--- src/rtl/idle_pd_timer.sv ---
module idle_pd_timer #(
  parameter int          PRESCALE_W = 27,
  parameter int          VAL_W      = 8,
  parameter logic [7:0]  CFG_INDEX  = 8'h2A
) (
  input  logic             clk,
  input  logic             rst_n,
  input  logic             act_i,
  input  logic             cfg_we_i,
  input  logic [7:0]       cfg_addr_i,
  input  logic [VAL_W-1:0] cfg_wdata_i,
  output logic [VAL_W-1:0] cfg_rdata_o,
  output logic             pwr_down_o
);
  localparam logic [PRESCALE_W-1:0] PS_LAST = {PRESCALE_W{1'b1}};
  localparam logic [VAL_W-1:0]      ONE     = VAL_W'(1);

  logic [PRESCALE_W-1:0] pre_q;
  logic [VAL_W-1:0]      tick_q, val_q;
  logic                  pd_q;

  wire hit     = cfg_we_i && (cfg_addr_i == CFG_INDEX);
  wire restart = act_i || hit;
  wire armed   = (val_q != '0) && !pd_q;
  wire tick    = armed && (pre_q == PS_LAST);
  wire expire  = tick && (tick_q == val_q - ONE);

  assign cfg_rdata_o = (cfg_addr_i == CFG_INDEX) ? val_q : '0;
  assign pwr_down_o  = pd_q;

  always_ff @(posedge clk or negedge rst_n) begin
    if (!rst_n) begin
      pre_q  <= '0;
      tick_q <= '0;
      val_q  <= '0;
      pd_q   <= 1'b0;
    end else if (restart) begin
      pre_q  <= '0;
      tick_q <= '0;
      pd_q   <= 1'b0;
      if (hit) val_q <= cfg_wdata_i;
    end else if (armed) begin
      pre_q <= pre_q + 1'b1;
      if (expire)    pd_q   <= 1'b1;
      else if (tick) tick_q <= tick_q + ONE;
    end
  end

  p_act_clears_r5: assert property (@(posedge clk) disable iff (!rst_n)
    act_i |=> !pwr_down_o);
  p_zero_off_r6: assert property (@(posedge clk) disable iff (!rst_n)
    (val_q == '0) |-> !pd_q);
  p_hold_r7: assert property (@(posedge clk) disable iff (!rst_n)
    (pd_q && !act_i && !hit) |=> pd_q);
  p_rise_on_wrap_r4: assert property (@(posedge clk) disable iff (!rst_n)
    $rose(pd_q) |-> ($past(pre_q) == PS_LAST));
  p_tick_bound_r4: assert property (@(posedge clk) disable iff (!rst_n)
    (val_q != '0) |-> (tick_q < val_q));
endmodule

--- config.mk ---
export PLATFORM = sky130hd
export DESIGN_NAME = idle_pd_timer
export DESIGN_NICKNAME = d
export VERILOG_FILES = /design/src/rtl/idle_pd_timer.sv
export SDC_FILE = /design/constraint.sdc
export NUM_CORES = 1
export LEC_CHECK = 0
export ABC_CLOCK_PERIOD_IN_PS = 4050
export BUFFER_PORTS_ARGS = -buffer_cell sky130_fd_sc_hd__buf_4
export CAP_MARGIN = 10
export CORE_MARGIN = 3
export CORE_UTILIZATION = 61
export DETAILED_ROUTE_END_ITERATION = 8
export PLACE_DENSITY = 0.83
export SETUP_SLACK_MARGIN = 0.05
export SLEW_MARGIN = 40
export SYNTH_ARGS = -nofsm -noshare
export SYNTH_HDL_FRONTEND = slang
export SYNTH_SLANG_ARGS = --single-unit
export TNS_END_PERCENT = 50
--- constraint.sdc ---
create_clock -name clk -period 4.05 [get_ports clk]
set_input_delay 0.2025 -clock clk [delete_from_list [all_inputs] [get_ports clk]]
set_output_delay 0.2025 -clock clk [all_outputs]
set_load 0.01 [all_outputs]
==> results.cfg, run 1 <==
[timing]
worst_pin_slew_ns = 0.738
slew_violations = 0
setup_ws_ns = 1.39
finalCritPeriodShare = 0.657
relSlewSlack = 0.508
finalSetupTns_ns = 0
max_freq_mhz = 376
fin_skew_ns = 0.00505
timing.hold.ws_ns = 0.136
setup_viol = 0
hold_viol = 0
period_needed_ns = 2.66
rsz0062_at_grt = false

[setup_path]
rrSetupSlack_ns = 1.39
worstPathMaxFanout = 14
path_class = flop to flop
cp.required_ns = 4.27
critPathLaunchType = flop
slowest_delay_ns = 0.51
crit_path_end_kind = flop
cp_cell_sequence = inv_1, ha_1, nor4b_1, a211o_2, nor4_4, o41ai_4, or4_1, a21oi_1
crit_buf_inv = 1
arrival_ns = 2.88
cp_top_family = simple AND/OR/NAND/NOR gates
crit_slowest_cell = or4_1

[route]
drc = 0
avgRoutedWirePerCell_um = 13.9
via_per_inst = 5.62
drt-pass1-iter-count = 4
ant_nets = 0
routed_wl_um = 4570
vias = 1842
drt_iter0_markers = 60

[global_route]
grt_max_degree = 45
busiest_layer = met2
grt_use_met1 = 0.253
grt_pass1_vias = 1860
grt_first_pass_wirelength_um = 8120
grt_antenna_before_repair = 0
use_met3 = 0.0449
grt_use_total = 0.206
gr-total-overflow = 0
grtUsageMet2 = 0.358

[cts]
cts_resized = 0
clockBufferDepth = 2
h-tree-depth = 2
clock_latency_ns = 0.29
clkTransAtPathRegs_ns = 0.08
numCtsBuffers = 5
cts-root-buf = clkbuf_8
cts_tree = built
cts.sink_count = 44

[placement]
gp_congestion = 0.787
port_buffers = 28
pre_cts_ws_ns = 1.40
hpwl_um = 3290
dp_cells = 319

[die]
rows = 22
die_width_um = 69.7
core-area_um2 = 3770
io_pins = 29
start_util = 0.656
dieArea_um2 = 4860
die_y_um = 69.7

[synth]
synthFlopType = dfrtp_1
synth_seq_cells = 44
synth_edf_count = 0
synth-seq-area-share = 0.445
syn_area_per_cell_um2 = 9.86
synthCells = 251
synth.distinct_cells = 46
yosys_warnings = 0
netlist_area_um2 = 2470
synth_fp_nets = 275
async_reset_ff_frac = 1.00

[cells_and_area]
drive_above_1_share = 0.225
syn_to_final_growth_pct = 13.9
n_antenna_cell = 0
layout.nets = 303
stdcell_count = 328

[power_and_ir_drop]
power_density_nw_per_um2 = 291
power_mw = 0.820
irDropWorstVdd_mv = 0.255
p_leak_nw = 1.28

[worst_hold_path]
min_path_type = primary input to flop

[run]
cap_violations = 0

[run_status]
status = completed
## power by group
group / internal [mW] / switching (mW) / leakage (nW) / total [mW]
Combinational: 0.0403 / 0.0432 / 0.617 / 0.0835
Clock: 0.136 / 0.141 / 0.0510 / 0.277
Sequential: 0.448 / 0.0120 / 0.613 / 0.460
Total: 0.624 / 0.196 / 1.28 / 0.820
## through the flow
step	util	instance area, um2
floorplan	-	2470
global placement	0.717	2700
detailed placement	0.720	2720
CTS	0.747	2820
global route	0.747	2820
finish	0.747	2820
## final cells by class
class,count,area (um2)
Inverter,6,22.5
Sequential cell,44,1100
Multi-Input combinational cell,192,1310
Clock inverter,2,10.0
Timing Repair Buffer,30,228
Tap cell,48,60.1
Clock buffer,6,82.6
Fill cell,282,953
## cell families (layout without fill, tap and decap cells)
kind of cell | count (synthesis) | after routing | synth area share
AOI/OAI and AO/OA | 28 | 28 | 0.0769
adders and majority gates | 4 | 4 | 0.0202
xor gates and xnor gates | 34 | 34 | 0.120
DFF | 44 | 44 | 0.445
and+or+nand+nor | 115 | 115 | 0.261
buffers and inverters | 15 | 44 | 0.0283
muxes | 11 | 11 | 0.0486
## cell usage in the layout (no fill, tap or decap), types with 2 or more instances in the layout
master,Yosys,routed
dfrtp_1,44,44
nor2_1,39,39
buf_4,0,29
xor2_1,19,19
nand2_1,16,16
xnor2_1,15,15
nand3_1,14,14
a21oi_1,9,9
and2_1,8,8
mux2_2,8,8
o21ai_0,7,7
inv_1,6,6
clkbuf_8,0,6
and4_1,5,5
or3_2,5,5
nor3_1,4,4
and3_1,4,4
ha_1,4,4
nand4_1,3,3
mux2i_1,3,3
or3_1,3,3
a211o_2,2,2
nor4_1,2,2
clkinv_2,0,2
## registers in the layout, summed over array words and instances (netlist names)
name        flops
tick_q          8
pre_q          27
pwr_down_o      1
val_q           8
## synthesized netlist by cell type (2+ instances only)
| master | n | area [um2] |
|---|---|---|
| nor4_1 | 2 | 12.5 |
| xnor2_1 | 15 | 131 |
| a211o_2 | 2 | 20.0 |
| nand4_1 | 3 | 18.8 |
| nor2_1 | 39 | 146 |
| mux2_2 | 8 | 90.1 |
| or3_2 | 5 | 37.5 |
| o21ai_0 | 7 | 35.0 |
| nand3_1 | 14 | 70.1 |
| buf_2 | 5 | 25.0 |
| and2_1 | 8 | 50.1 |
| a21oi_1 | 9 | 45.0 |
| nand2_1 | 16 | 60.1 |
| and4_1 | 5 | 43.8 |
| xor2_1 | 19 | 166 |
| or3_1 | 3 | 18.8 |
| nor3_1 | 4 | 20.0 |
| mux2i_1 | 3 | 30.0 |
| dfrtp_1 | 44 | 1100 |
| and3_1 | 4 | 25.0 |
| clkbuf_1 | 3 | 11.3 |
| ha_1 | 4 | 50.1 |
| inv_1 | 6 | 22.5 |
## metal layers
metal / routed length [um] / part of all wire
met1: 2070 / 0.45
met2: 2310 / 0.51
met3: 126 / 0.028
met4: 60 / 0.013
met5: 0 / 0
## path summary, 6_finish.rpt
check                          startpoint         to  cells past startpoint
min in group asynchronous           rst_n   val_q[2]                      2
setup reg to reg                 val_q[0]  tick_q[5]                      8
hold reg to reg                 pre_q[10]  pre_q[10]                      2
setup / recovery                 val_q[0]  tick_q[5]                      8
hold / removal             cfg_wdata_i[2]   val_q[2]                      2
max in group asynchronous           rst_n  pre_q[10]                      2
## repair_timing
action / CTS / global route
hold buffers: 1 / 0
buffers inserted: 0 / 0
hold endpoints to repair: 44 / 0
(Power assumes the default switching activity.)
==> run 2: changes to the inputs <==
- ABC_CLOCK_PERIOD_IN_PS: 4050 -> 2500
- CORE_UTILIZATION: 61 -> 58
- PLACE_DENSITY: 0.83 -> 0.79
- clock period: 4.05 -> 2.5 ns (I/O delays scaled with it)
==> results.cfg, run 2 (synthesized netlist as in run 1, its figures left out) <==
[run_status]
status = completed

[worst_hold_path]
worst_hold_path.endpoint = val_q[6]
holdPathStages = 2
min_path_type = primary input to flop
hold_start = cfg_wdata_i[6]

[setup_path]
crit_path_end_kind = flop
path_class = flop to flop
critPathLaunchType = flop
worstPathMaxFanout = 6
rrSetupSlack_ns = 0.08
r2r_cells = 7
arrival_ns = 2.60
r2r-end = tick_q[1]
cp.required_ns = 2.68
timing.rr.start = tick_q[5]

[cells_and_area]
top_register = pre_q
final_cell_mix = dfrtp_1 (44), buf_4 (41), nor2_1 (38), xor2_1 (19), nand2_1 (16)
layout_commonest_cell = dfrtp_1
syn_to_final_growth_pct = 20.3
n_antenna_cell = 0
layout.nets = 316
fill_cells = 301
seqCellArea_um2 = 1100
drive_above_1_share = 0.266
post-route-util = 0.733
multiInputGateArea_um2 = 1360
largest_register_ff_count = 27
reg.largest.list = pre_q: 27 flops, tick_q: 8 flops, val_q: 8 flops

[global_route]
grt_first_pass_wirelength_um = 8580
grt_antenna_before_repair = 0
gr-total-overflow = 0
grt_pass1_vias = 1875
grt_max_degree = 45
grt_use_total = 0.215

[cts]
clock_latency_ns = 0.30
cts.sink_count = 44
cts_tree = built
cts-root-buf = clkbuf_8
clkTransAtPathRegs_ns = 0.08
clockBufferDepth = 2
h-tree-depth = 2
numCtsBuffers = 5

[timing]
rsz0062_at_grt = true
fin_skew_ns = 0.00591
finalSetupTns_ns = 0
relSlewSlack = 0.633
timing.hold.ws_ns = 0.0565
finalCritPeriodShare = 0.967
max_freq_mhz = 414
setup_ws_ns = 0.0827
setup_viol = 0
slew_violations = 0
hold_viol = 0
worst_pin_slew_ns = 0.550
period_needed_ns = 2.42

[route]
avgRoutedWirePerCell_um = 15.1
routed_wl_um = 5170
via_per_inst = 5.62
drc = 0
vias = 1927
drt_iter0_markers = 95
drt-pass1-iter-count = 4
ant_nets = 0

[placement]
hpwl_um = 3580
gp_congestion = 0.828
pre_cts_ws_ns = -0.0163
port_buffers = 28

[die]
die_y_um = 71.3
core-area_um2 = 4060
dieArea_um2 = 5080
die_width_um = 71.3
start_util = 0.610
io_pins = 29
rows = 23

[power_and_ir_drop]
power_mw = 1.45
power_density_nw_per_um2 = 486
p_leak_nw = 1.35
irDropWorstVdd_mv = 0.383

[run]
cap_violations = 0
## run 2: cell types whose count changed in the layout (fill, tap and decap cells not counted), sizes merged
cell,change
clkinv,-1
bufinv,+1
o41ai,+1
buf,+12
## run 2: what timing repair did
action | in CTS | in global routing
setup buffers | 0 | 2
endpoints found under the setup margin | 3 | 8
resized for setup | 1 | 5
cloned | 0 | 1
pin swaps | 0 | 4
hold endpoints to repair | 44 | 0
hold buffers | 1 | 0
## run 2: per-layer routing
layer / wire length, um / GRT usage / vias to the layer above
li1: - / - / 955
met5: 0 / 0 / -
met1: 2280 / 0.280 / 925
met3: 166 / 0.0491 / 11
met4: 104 / 0.0835 / 0
met2: 2620 / 0.351 / 36
## run 2: worst max path at each step
stage                           end  startpoint  cells after the start  slack [ns]
after floorplan           tick_q[5]    val_q[0]                      9        0.14
after global placement    tick_q[1]    val_q[3]                      7        0.11
after detailed placement  tick_q[1]    val_q[3]                      7       -0.02
after CTS                 tick_q[5]    val_q[0]                      8        0.05
after global routing      tick_q[1]   tick_q[5]                      7       -0.08
final                     tick_q[1]   tick_q[5]                      7        0.08
## run 2: worst max-delay path, stage by stage, from the launching register on
cell	delay, ns
dfrtp_1	0.42
xnor2_1	0.35
a21boi_0	0.29
o2111ai_2	0.27
o41ai_4	0.53
buf_4	0.21
mux2i_1	0.17
nor2_1	0.05
## run 2: through the flow
step | area, um2 | cells
floorplan | 2470 | 251
global placement | 2780 | 331
detailed placement | 2780 | 331
CTS | 2910 | 340
global route | 2980 | 343
finish | 2980 | 343
## run 2: area by class of cell
cell class,count,share of cell area
Inverter,6,0.00757
Tap cell,50,0.0210
Multi-Input combinational cell,193,0.458
Sequential cell,44,0.370
Clock inverter,2,0.0118
Timing Repair Buffer,42,0.107
Clock buffer,6,0.0244
## run 2: power by group
part	leakage, nW	internal, mW	switching [mW]
combinational	0.684	0.0823	0.0899
sequential	0.613	0.725	0.0175
clock	0.0552	0.297	0.235
total	1.35	1.10	0.343
